==> src/rtl/dct_pkg.sv <==
// Shared types for the DRAM command tracker.
// Assumes nothing beyond the control pin encoding held in dct_decode.
package dct_pkg;
    typedef enum logic [2:0] {
        CMD_NOP,
        CMD_ACT,
        CMD_RD,
        CMD_WR,
        CMD_PRE,
        CMD_REF
    } cmd_e;
endpackage

==> src/rtl/dct_decode.sv <==
// Combinational decoder from the active-low control pins to a command code.
// Assumes the pins are stable around the sampling edge; unused encodings map to NOP.
module dct_decode
    import dct_pkg::*;
(
    input  logic ras_n,
    input  logic cas_n,
    input  logic we_n,
    output cmd_e cmd
);
    // Map the three control levels onto one command.
    always_comb begin
        unique case ({ras_n, cas_n, we_n})
            3'b011:  cmd = CMD_ACT;
            3'b101:  cmd = CMD_RD;
            3'b100:  cmd = CMD_WR;
            3'b010:  cmd = CMD_PRE;
            3'b001:  cmd = CMD_REF;
            default: cmd = CMD_NOP;
        endcase
    end
endmodule

==> src/rtl/dct_bank_slot.sv <==
// State of one bank: open flag plus a countdown of the row-to-column delay.
// Assumes open_req is asserted only for a closed bank; open_req wins over close_req.
module dct_bank_slot #(
    parameter int TRCD = 3
) (
    input  logic clk,
    input  logic rst_n,
    input  logic open_req,
    input  logic close_req,
    output logic is_open,
    output logic is_ready
);
    localparam int CNT_W = (TRCD > 1) ? $clog2(TRCD) : 1;
    localparam logic [CNT_W-1:0] LOAD = CNT_W'(TRCD - 1);

    logic [CNT_W-1:0] wait_cnt;

    // Open, close and count down toward column readiness.
    always_ff @(posedge clk) begin
        if (!rst_n) begin
            is_open  <= 1'b0;
            wait_cnt <= '0;
        end else if (open_req) begin
            is_open  <= 1'b1;
            wait_cnt <= LOAD;
        end else if (close_req) begin
            is_open  <= 1'b0;
            wait_cnt <= '0;
        end else if (wait_cnt != '0) begin
            wait_cnt <= wait_cnt - 1'b1;
        end
    end

    // Column access allowed once the countdown reaches zero.
    always_comb is_ready = is_open && (wait_cnt == '0);

    AST_OPEN_SETS: assert property (@(posedge clk) disable iff (!rst_n)
        open_req |=> is_open);
    AST_CLOSE_CLEARS: assert property (@(posedge clk) disable iff (!rst_n)
        (close_req && !open_req) |=> !is_open);
    AST_DELAY_STEPS: assert property (@(posedge clk) disable iff (!rst_n)
        (is_open && !is_ready && !open_req && !close_req)
        |=> wait_cnt == CNT_W'($past(wait_cnt) - 1'b1));
endmodule

==> src/rtl/dct_refresh.sv <==
// Internal refresh address counter: row in the low bits carrying into the bank.
// Assumes fire is high only for an accepted refresh; wraps after the last bank.
module dct_refresh #(
    parameter int ROW_W  = 12,
    parameter int BANK_W = 2
) (
    input  logic              clk,
    input  logic              rst_n,
    input  logic              fire,
    output logic [ROW_W-1:0]  cur_row,
    output logic [BANK_W-1:0] cur_bank
);
    localparam int W = ROW_W + BANK_W;

    logic [W-1:0] ref_cnt;

    // Advance the counter once per accepted refresh.
    always_ff @(posedge clk) begin
        if (!rst_n) begin
            ref_cnt <= '0;
        end else if (fire) begin
            ref_cnt <= ref_cnt + 1'b1;
        end
    end

    // Split the counter into word and bank parts.
    always_comb {cur_bank, cur_row} = ref_cnt;

    AST_REF_STEP: assert property (@(posedge clk) disable iff (!rst_n)
        fire |=> ref_cnt == W'($past(ref_cnt) + 1'b1));
    AST_REF_HOLD: assert property (@(posedge clk) disable iff (!rst_n)
        !fire |=> $stable(ref_cnt));
endmodule

==> src/rtl/dram_cmd_tracker.sv <==
// Top: decodes DRAM control pins, checks legality against per-bank state,
// and registers strobes, error flags, latched addresses and refresh addresses.
// Assumes NUM_BANKS is a power of two so every bank_sel value names a bank.
module dram_cmd_tracker
    import dct_pkg::*;
#(
    parameter int NUM_BANKS = 4,
    parameter int ROW_W     = 12,
    parameter int TRCD      = 3,
    localparam int BANK_W   = (NUM_BANKS > 1) ? $clog2(NUM_BANKS) : 1
) (
    input  logic                 clk,
    input  logic                 rst_n,
    input  logic                 ras_n,
    input  logic                 cas_n,
    input  logic                 we_n,
    input  logic [BANK_W-1:0]    bank_sel,
    input  logic [ROW_W-1:0]     addr,
    output logic                 act_stb,
    output logic                 rd_stb,
    output logic                 wr_stb,
    output logic                 pre_stb,
    output logic                 ref_stb,
    output logic                 act_err,
    output logic                 col_err,
    output logic                 ref_err,
    output logic [BANK_W-1:0]    cmd_bank,
    output logic [ROW_W-1:0]     act_row,
    output logic [NUM_BANKS-1:0] bank_open,
    output logic [ROW_W-1:0]     ref_row,
    output logic [BANK_W-1:0]    ref_bank
);
    cmd_e                 cmd;
    logic [NUM_BANKS-1:0] open_vec;
    logic [NUM_BANKS-1:0] ready_vec;
    logic [ROW_W-1:0]     cnt_row;
    logic [BANK_W-1:0]    cnt_bank;
    logic                 sel_open, sel_ready, is_col;
    logic                 act_ok, act_bad, col_ok, col_bad, ref_ok, ref_bad, pre_go;

    dct_decode u_dec (
        .ras_n (ras_n),
        .cas_n (cas_n),
        .we_n  (we_n),
        .cmd   (cmd)
    );

    // One state slot per bank.
    for (genvar g = 0; g < NUM_BANKS; g++) begin : g_bank
        logic hit;
        always_comb hit = (bank_sel == BANK_W'(g));
        dct_bank_slot #(.TRCD(TRCD)) u_slot (
            .clk       (clk),
            .rst_n     (rst_n),
            .open_req  (act_ok && hit),
            .close_req (pre_go && hit),
            .is_open   (open_vec[g]),
            .is_ready  (ready_vec[g])
        );
    end

    dct_refresh #(.ROW_W(ROW_W), .BANK_W(BANK_W)) u_ref (
        .clk      (clk),
        .rst_n    (rst_n),
        .fire     (ref_ok),
        .cur_row  (cnt_row),
        .cur_bank (cnt_bank)
    );

    // Judge legality of the sampled command against the bank state.
    always_comb begin
        sel_open  = open_vec[bank_sel];
        sel_ready = ready_vec[bank_sel];
        is_col    = (cmd == CMD_RD) || (cmd == CMD_WR);
        act_ok    = (cmd == CMD_ACT) && !sel_open;
        act_bad   = (cmd == CMD_ACT) && sel_open;
        col_ok    = is_col && sel_ready;
        col_bad   = is_col && !sel_ready;
        pre_go    = (cmd == CMD_PRE);
        ref_ok    = (cmd == CMD_REF) && (open_vec == '0);
        ref_bad   = (cmd == CMD_REF) && (open_vec != '0);
    end

    // Register one-cycle strobes and error flags.
    always_ff @(posedge clk) begin
        if (!rst_n) begin
            act_stb <= 1'b0;
            rd_stb  <= 1'b0;
            wr_stb  <= 1'b0;
            pre_stb <= 1'b0;
            ref_stb <= 1'b0;
            act_err <= 1'b0;
            col_err <= 1'b0;
            ref_err <= 1'b0;
        end else begin
            act_stb <= act_ok;
            rd_stb  <= col_ok && (cmd == CMD_RD);
            wr_stb  <= col_ok && (cmd == CMD_WR);
            pre_stb <= pre_go;
            ref_stb <= ref_ok;
            act_err <= act_bad;
            col_err <= col_bad;
            ref_err <= ref_bad;
        end
    end

    // Latch bank, row and refresh addresses of forwarded commands.
    always_ff @(posedge clk) begin
        if (!rst_n) begin
            cmd_bank <= '0;
            act_row  <= '0;
            ref_row  <= '0;
            ref_bank <= '0;
        end else begin
            if (act_ok || col_ok || pre_go) cmd_bank <= bank_sel;
            if (act_ok)                     act_row  <= addr;
            if (ref_ok) begin
                ref_row  <= cnt_row;
                ref_bank <= cnt_bank;
            end
        end
    end

    // Expose the bank state.
    always_comb bank_open = open_vec;

    AST_ONE_STROBE: assert property (@(posedge clk) disable iff (!rst_n)
        $onehot0({act_stb, rd_stb, wr_stb, pre_stb, ref_stb, act_err, col_err, ref_err}));
    AST_ACT_LEAVES_OPEN: assert property (@(posedge clk) disable iff (!rst_n)
        act_stb |-> bank_open[cmd_bank]);
    AST_ACT_ERR_HOLDS: assert property (@(posedge clk) disable iff (!rst_n)
        act_err |-> $stable(bank_open));
    AST_COL_ON_OPEN: assert property (@(posedge clk) disable iff (!rst_n)
        (rd_stb || wr_stb) |-> bank_open[cmd_bank]);
    AST_REF_ALL_CLOSED: assert property (@(posedge clk) disable iff (!rst_n)
        ref_stb |-> (bank_open == '0));
    AST_REF_ERR_OPEN: assert property (@(posedge clk) disable iff (!rst_n)
        ref_err |-> (bank_open != '0));
endmodule

==> config.mk <==
export PLATFORM = sky130hd
export DESIGN_NAME = dram_cmd_tracker
export DESIGN_NICKNAME = d
export VERILOG_FILES = /design/src/rtl/dct_pkg.sv /design/src/rtl/dct_decode.sv /design/src/rtl/dct_bank_slot.sv /design/src/rtl/dct_refresh.sv /design/src/rtl/dram_cmd_tracker.sv
export SDC_FILE = /design/constraint.sdc
export NUM_CORES = 1
export LEC_CHECK = 0
export CAP_MARGIN = 0
export CORE_UTILIZATION = 44
export DETAILED_ROUTE_END_ITERATION = 10
export PLACE_DENSITY_LB_ADDON = 0.15
export SETUP_SLACK_MARGIN = 0.5
export SLEW_MARGIN = 40
export SYNTH_ARGS = -nofsm -noshare
export SYNTH_HDL_FRONTEND = slang
export SYNTH_SLANG_ARGS = --single-unit
export TNS_END_PERCENT = 100
==> constraint.sdc <==
create_clock -name clk -period 2.3 [get_ports clk]
set_input_delay 0.345 -clock clk [delete_from_list [all_inputs] [get_ports clk]]
set_output_delay 0.345 -clock clk [all_outputs]
set_load 0.02 [all_outputs]
==> results.md, run 1 <==
* Die Area at 5891 um2
* Total congestion overflow at 0
* CTS tree: yes
* Top_reg_cell synth: dfxtp_1
* Top achievable clock speed at 489.2 MHz
* CP Depth at 4
* Max H-tree Level at 3
* WP data required at 2.58 ns
* Syn Area/Cell at 8.627 um2
* Area of the multi-input gates at 1172 um2
* Port Buffer Count at 58
* Initial antenna violation count at 0
* Layout filler cell count at 415
* Switch Pwr at 0.0005558 W
* Clk slew on worst S/H paths at 0.07 ns
* Ant diodes at 0
* Post-synth EDFFs at 0
* Root buffer cell: clkbuf_8
* Largest family of logic cells by synthesized area: simple AND/OR/NAND/NOR gates
* Switching portion of total power at 0.2352
* Flop2flop setup slack at 0.26 ns
* Max_slew headroom at 0.7737
* Iteration-0 DRC Markers at 165
* Worst VDD drop at 0.0004282 V
* Synth Area in Compound Gates at 0.1155
* Adder-cell area share of the yosys netlist at 0.005089
* TritonCTS buffer count at 9
* Cells after synthesis at 285
* Pre-CTS setup slack at -0.1818 ns
* RSZ-0062 raised after global routing: yes
* DR vias/cell at 5.192
* CP max FO at 6
* Crit path buf inv count at 0
* Worst skew pair latency at 0.34 ns
* Status: finished clean
* Async set-or-reset flop fraction in the synthesized netlist at 0
* Critical Path Source: g_bank[3].u_slot.is_open
* DRC Markers at 0
* IO Pins at 59
* Yosys reg bits at 62
* Internal power at 0.001808 W
* Fin crit period at 2.044 ns
* Post-synthesis mux area share at 0.07481
* Core area at 5238 um2
* Max-cap violations at 0
* Global-route wire length before repair at 9404 um
* Synth Net Count at 305
* CP Launch Type: flop
* GRT Overall Usage at 0.2022
* Cell Pwr Density at 657.0 nW/um2
* Fraction of layout cells with a size suffix above 1 at 0.1744
* Vias in the first global route at 2064
* CP delay by family, top: simple AND/OR/NAND/NOR gates
* Final worst setup slack at 0.2557 ns
* Clock Skew at 0.006731 ns
* Die width at 76.75 um
* Final core occ at 0.6868
* Largest net degree at the start of global routing at 33
* Crit path capture type: flop
* R2r worst-path depth at 4
* Worst Path Class, Setup: reg -> reg
* Clock Power Share at 0.444
* Final hold vios at 0
* Critical R2R Capture: u_ref.ref_cnt[7]
* Clk buf depth at 2
* Critical R2R Launch: g_bank[3].u_slot.is_open
* Final wirelength at 5958 um
* Final setup fails at 0
* Period Utilization, post-route at 0.8888
* Hold wc startpoint: we_n
* Post-Syn Area at 2459 um2
* Routed vias at 2269
* PnR Total Power at 0.002363 W
* Antenna viol nets, final at 0
* Comb power frac at 0.092
* GPL Wtd Cong at 0.7726
* Initial Utilization at 0.4694
* Yosys cell types at 38
* Post-synthesis xor/xnor area fraction at 0.02137
* CP max-delay cell: or4_4
* Sequential-to-total area share from yosys stat at 0.5048
* FF+latch area at 1245 um2
* Pins Over Slew Limit at 0
* Worst Max-Slew Pin Slew at 0.3394 ns
* Synth warnings at 0
* Worst path most repeated cell: or4_4
* Crit path capture: u_ref.ref_cnt[7]
* Leak at 1.283 nW
* Simple-gate share of the synthesized area at 0.2310
* CTS sink cnt at 62
* Sequential fraction of design power at 0.464
* Die Span Y at 76.75 um
* Crit path arrival time at 2.32 ns
* CP max stage delay at 0.57 ns
* Cell Rows at 26
* Post-DP HPWL at 3703 um
* Wire per inst at 13.63 um
* Hold Crit Class: in -> reg
* Crit path cell chain: or4_4, or4_4, or3_1, a21oi_2
* Final nets at 382
* Detailed Routing Iterations Pass 1 at 4
* Area delta synth->final at 46.31%
-- tightest hold or removal path, delay by kind of cell --
kind                   cells  cell delay, ns
buffers and inverters      2            0.35
and+or+nand+nor            1            0.04
-- metal layers --
metal / vias up / share of wire / wire length [um] / track usage
li1: 1126 / - / - / -
met1: 1057 / 0.47 / 2806 / 0.2702
met2: 78 / 0.45 / 2661 / 0.2902
met3: 8 / 0.068 / 407 / 0.06667
met4: 0 / 0.014 / 82 / 0.09808
met5: - / 0 / 0 / 0
-- cells in the mapped netlist, drive strengths merged (2+ instances only) --
library cell / number / share of area
inv: 4 / 0.0061
clkbuf: 14 / 0.021
buf: 7 / 0.018
nor2: 30 / 0.047
nor3b: 3 / 0.0092
nand3: 11 / 0.022
mux2i: 15 / 0.061
a32oi: 2 / 0.0071
a21o: 2 / 0.0061
o21ai: 6 / 0.012
xnor2: 6 / 0.021
nor3: 7 / 0.014
or3: 6 / 0.015
nor2b: 3 / 0.0076
or4: 4 / 0.012
nand2: 51 / 0.078
dfxtp: 62 / 0.50
a21oi: 30 / 0.061
and3: 2 / 0.0051
a211oi: 4 / 0.012
-- worst min path at each step --
stage	to	slack (ns)	cells after the start
after floorplan	g_bank[3].u_slot.wait_cnt[0]	0.41	1
after global placement	g_bank[1].u_slot.wait_cnt[0]	0.43	1
after detailed placement	g_bank[3].u_slot.wait_cnt[0]	0.43	1
after CTS	wr_stb	0.43	3
after global routing	wr_stb	0.46	3
final	wr_stb	0.44	3
-- stage by stage --
stage                     hold slack, ns  cells  TNS [ns]  cell area [um2]
after detailed placement          0.4348    413   -0.8530             3206
after global placement            0.4315    413   -0.4246             3206
after CTS                         0.4317    431         0             3467
final                             0.4360    437         0             3597
after global routing              0.4597    437         0             3597
after floorplan                   0.4122    285         0             2497
-- registers in the layout, indices dropped and copies added (netlist names) --
register                count
act_row                    12
act_err                     1
col_err                     1
pre_stb                     1
ref_stb                     1
wr_stb                      1
ref_err                     1
ref_row                    12
ref_bank                    2
u_ref.ref_cnt              14
g_bank.u_slot.is_open       4
act_stb                     1
cmd_bank                    2
rd_stb                      1
g_bank.u_slot.wait_cnt      8
-- timing repair --
action	4_1_cts	5_1_grt
hold buffers	0	0
gates resized for setup	13	18
pin swaps	3	5
endpoints found under the setup margin	25	43
buffers inserted	2	2
gates cloned	0	4
-- layout make-up --
cell class,count,share of cell area
inverters,5,0.005217
clock inverters,6,0.02400
flip-flops and latches,62,0.3461
repair buffers,86,0.2390
clock buffers,10,0.03548
multi-input cells,198,0.3259
well taps,70,0.02435
-- logic make-up (layout without fill, tap and decap cells) --
group	count (synthesis)	in the layout
AOI/OAI and AO/OA	49	49
xor gates and xnor gates	6	6
adders and majority gates	1	1
buffers and inverters	26	107
DFF	62	62
muxes	17	17
and+or+nand+nor	124	125
-- power by group through the flow --
stage | Combinational [W] | Clock [W] | Sequential [W]
6_report | 0.000217 | 0.00105 | 0.00110
5_1_grt | 0.000232 | 0.00112 | 0.00110
4_1_cts | 0.000200 | 0.00106 | 0.00110
3_5_place_dp | 0.000193 | 0 | 0.00112
3_3_place_gp | 0.000192 | 0 | 0.00112
2_1_floorplan | 0.0000876 | 0 | 0.00114
-- cell usage in the layout (no fill, tap or decap), drive strengths merged, types with 7 or more instances in the layout --
cell type,instances
clkdlybuf4s50,54
clkbuf,12
dfxtp,62
a21oi,30
mux2i,15
nor2,30
buf,26
nand2,51
nand3,11
nor3,7
No activity file was read; power rests on OpenSTA's default activity.
==> run 2: changes to the inputs <==
Settings changed: HOLD_SLACK_MARGIN set to 0.08.
==> results of run 2 <==
Final layout, timing and power as in run 1 (identical DEF).
==> run 3: changes to the inputs <==
Settings changed: CAP_MARGIN 0 to 10, CELL_PAD_IN_SITES_DETAIL_PLACEMENT set to 1, CELL_PAD_IN_SITES_GLOBAL_PLACEMENT set to 1, CORE_UTILIZATION 44 to 32.
==> run 3 against run 2 <==
Clock power grew 6%. Via count shrank 0.18%. Count of clock-buffer cells in the layout grew 3. Sequential cell count is the same. Hold slack gained 0.011 ns. Sequential share of layout area shrank 0.45 points. Sequential power is essentially flat. Global-route usage shrank 3.4 points. First-iteration DRC count shrank 55%. Final area grew 1.3%. Routed wire length grew 7.9%. Fmax grew 0.45%. Largest cell class unchanged.
==> results.md, run 3 (same netlist as run 1, synthesis figures left out) <==
* Critical Path Source: g_bank[3].u_slot.is_open
* Area after DPL at 3239 um2
* Max FFs per register at 14
* Comb power frac at 0.089
* Clk buf depth at 2
* Routed vias at 2265
* Sequential fraction of design power at 0.453
* Max H-tree Level at 3
* Final wirelength at 6430 um
* CP Launch Type: flop
* Switch Pwr at 0.0005296 W
* Hold wc startpoint: g_bank[1].u_slot.wait_cnt[0]
* Design area at 3645 um2
* Worst Path Class, Setup: reg -> reg
* Area delta synth->final at 48.24%
* DR vias/cell at 4.871
* Iteration-0 DRC Markers at 74
* Vias in the first global route at 2168
* Biggest register: u_ref.ref_cnt
* Die Area at 8038 um2
* Pins Over Slew Limit at 0
* Top achievable clock speed at 491.4 MHz
* Max_slew headroom at 0.7628
* Pre-CTS setup slack at -0.2512 ns
* Clock Power Share at 0.458
* Core area at 7331 um2
* GRT Overall Usage at 0.1683
* WHS at 0.4469 ns
* Commonest non-fill, non-tap cell in the layout: dfxtp_1
* Hold endpoint: g_bank[1].u_slot.wait_cnt[0]
* Cell Rows at 31
* Hold path cells at 1
* Fraction of layout cells with a size suffix above 1 at 0.1612
* WP data required at 2.52 ns
* Final core occ at 0.4972
* CTS sink cnt at 62
* Wire per inst at 13.83 um
* Period Utilization, post-route at 0.8848
* Ant diodes at 0
* Port Buffer Count at 58
* DRC Markers at 0
* RSZ-0062 raised after global routing: yes
* Detailed Routing Iterations Pass 1 at 4
* GPL Wtd Cong at 0.7573
* Flop2flop setup slack at 0.26 ns
* Final worst setup slack at 0.2650 ns
* Critical R2R Capture: u_ref.ref_cnt[13]
* Worst VDD drop at 0.0002981 V
* Global-route wire length before repair at 10050 um
* Final hold vios at 0
* CP max FO at 7
* Root buffer cell: clkbuf_8
* CTS Hold Bufs at 0
* Initial Utilization at 0.3354
* Switching portion of total power at 0.2184
* Initial antenna violation count at 0
* Die Span Y at 89.66 um
* Cell Pwr Density at 665.4 nW/um2
* R2r worst-path depth at 5
* FF+latch area at 1245 um2
* Crit path arrival time at 2.25 ns
* Clk slew on worst S/H paths at 0.07 ns
* Antenna viol nets, final at 0
* CTS tree: yes
* Most frequent cells in the layout: dfxtp_1, clkdlybuf4s50_1, nand2_1
* Hold Crit Class: reg -> reg
* Final setup fails at 0
* Post-DP HPWL at 4314 um
* IO Pins at 59
* Status: finished clean
* Clock Skew at 0.01040 ns
* Final nets at 381
* PnR Total Power at 0.002425 W
* Critical R2R Launch: g_bank[3].u_slot.is_open
* Worst skew pair latency at 0.33 ns
* Largest regs: u_ref.ref_cnt (14), act_row (12), ref_row (12)
* Die width at 89.66 um
* Largest net degree at the start of global routing at 51
* Leak at 1.295 nW
* Crit path capture type: flop
* Worst Max-Slew Pin Slew at 0.3531 ns
* Layout filler cell count at 835
* TritonCTS buffer count at 9
* Internal power at 0.001896 W
* Total congestion overflow at 0
* Max-cap violations at 0
* Fin crit period at 2.035 ns
* Area of the multi-input gates at 1155 um2
[run 3: cell types whose count changed in the layout (fill, tap and decap cells not counted), moves of 2 or more]
cell / delta
o21ai_0: +2
a21oi_2: -2
clkbuf_8: +3
o21ai_1: -2
[run 3: layout make-up]
class / count / share of cell area
sequential: 62 / 0.3416
clock inverter: 3 / 0.01785
inverter: 5 / 0.005149
clock buffer: 13 / 0.04634
timing repair buffer: 86 / 0.2382
tap: 99 / 0.03399
multi-input combinational: 197 / 0.3169
[run 3: worst max-delay path by stage]
stage	endpoint	slack [ns]	depth (start not counted)
floorplan	u_ref.ref_cnt[13]	0.11	6
CTS	u_ref.ref_cnt[13]	0.26	4
global route	u_ref.ref_cnt[13]	0.21	4
finish	u_ref.ref_cnt[13]	0.26	5
global placement	u_ref.ref_cnt[13]	-0.18	5
detailed placement	u_ref.ref_cnt[13]	-0.25	5
[run 3: worst max-delay path, stage by stage, from the launching register on]
cell and delay [ns]:
dfxtp_2 0.32, or4_4 0.55, or4_4 0.54, buf_4 0.16, o31ai_1 0.26, a21oi_2 0.09
[run 3: per-stage QoR]
stage,TNS [ns],instances
after CTS,0,459
after detailed placement,-1.034,440
after floorplan,0,285
after global placement,-0.8148,440
after global routing,0,465
final,0,465
[run 3: what timing repair did]
item,4_1_cts,5_1_grt
hold endpoints to repair,0,0
resized for setup,12,11
pin swaps,2,10
endpoints found under the setup margin,32,28
gates cloned,0,2
setup buffers,3,4
[run 3: metal layers]
layer	track usage	wire (um)
met5	0	0
met4	0.08658	102
met3	0.05027	360
met2	0.2555	2896
met1	0.2161	3072
[run 3: power by group through the flow]
| stage | sequential [W] | clock, W | combinational [W] |
|---|---|---|---|
| 2_1_floorplan | 0.00114 | 0 | 0.0000876 |
| 3_3_place_gp | 0.00112 | 0 | 0.000199 |
| 3_5_place_dp | 0.00112 | 0 | 0.000200 |
| 4_1_cts | 0.00110 | 0.00114 | 0.000204 |
| 5_1_grt | 0.00110 | 0.00121 | 0.000232 |
| 6_report | 0.00110 | 0.00111 | 0.000216 |
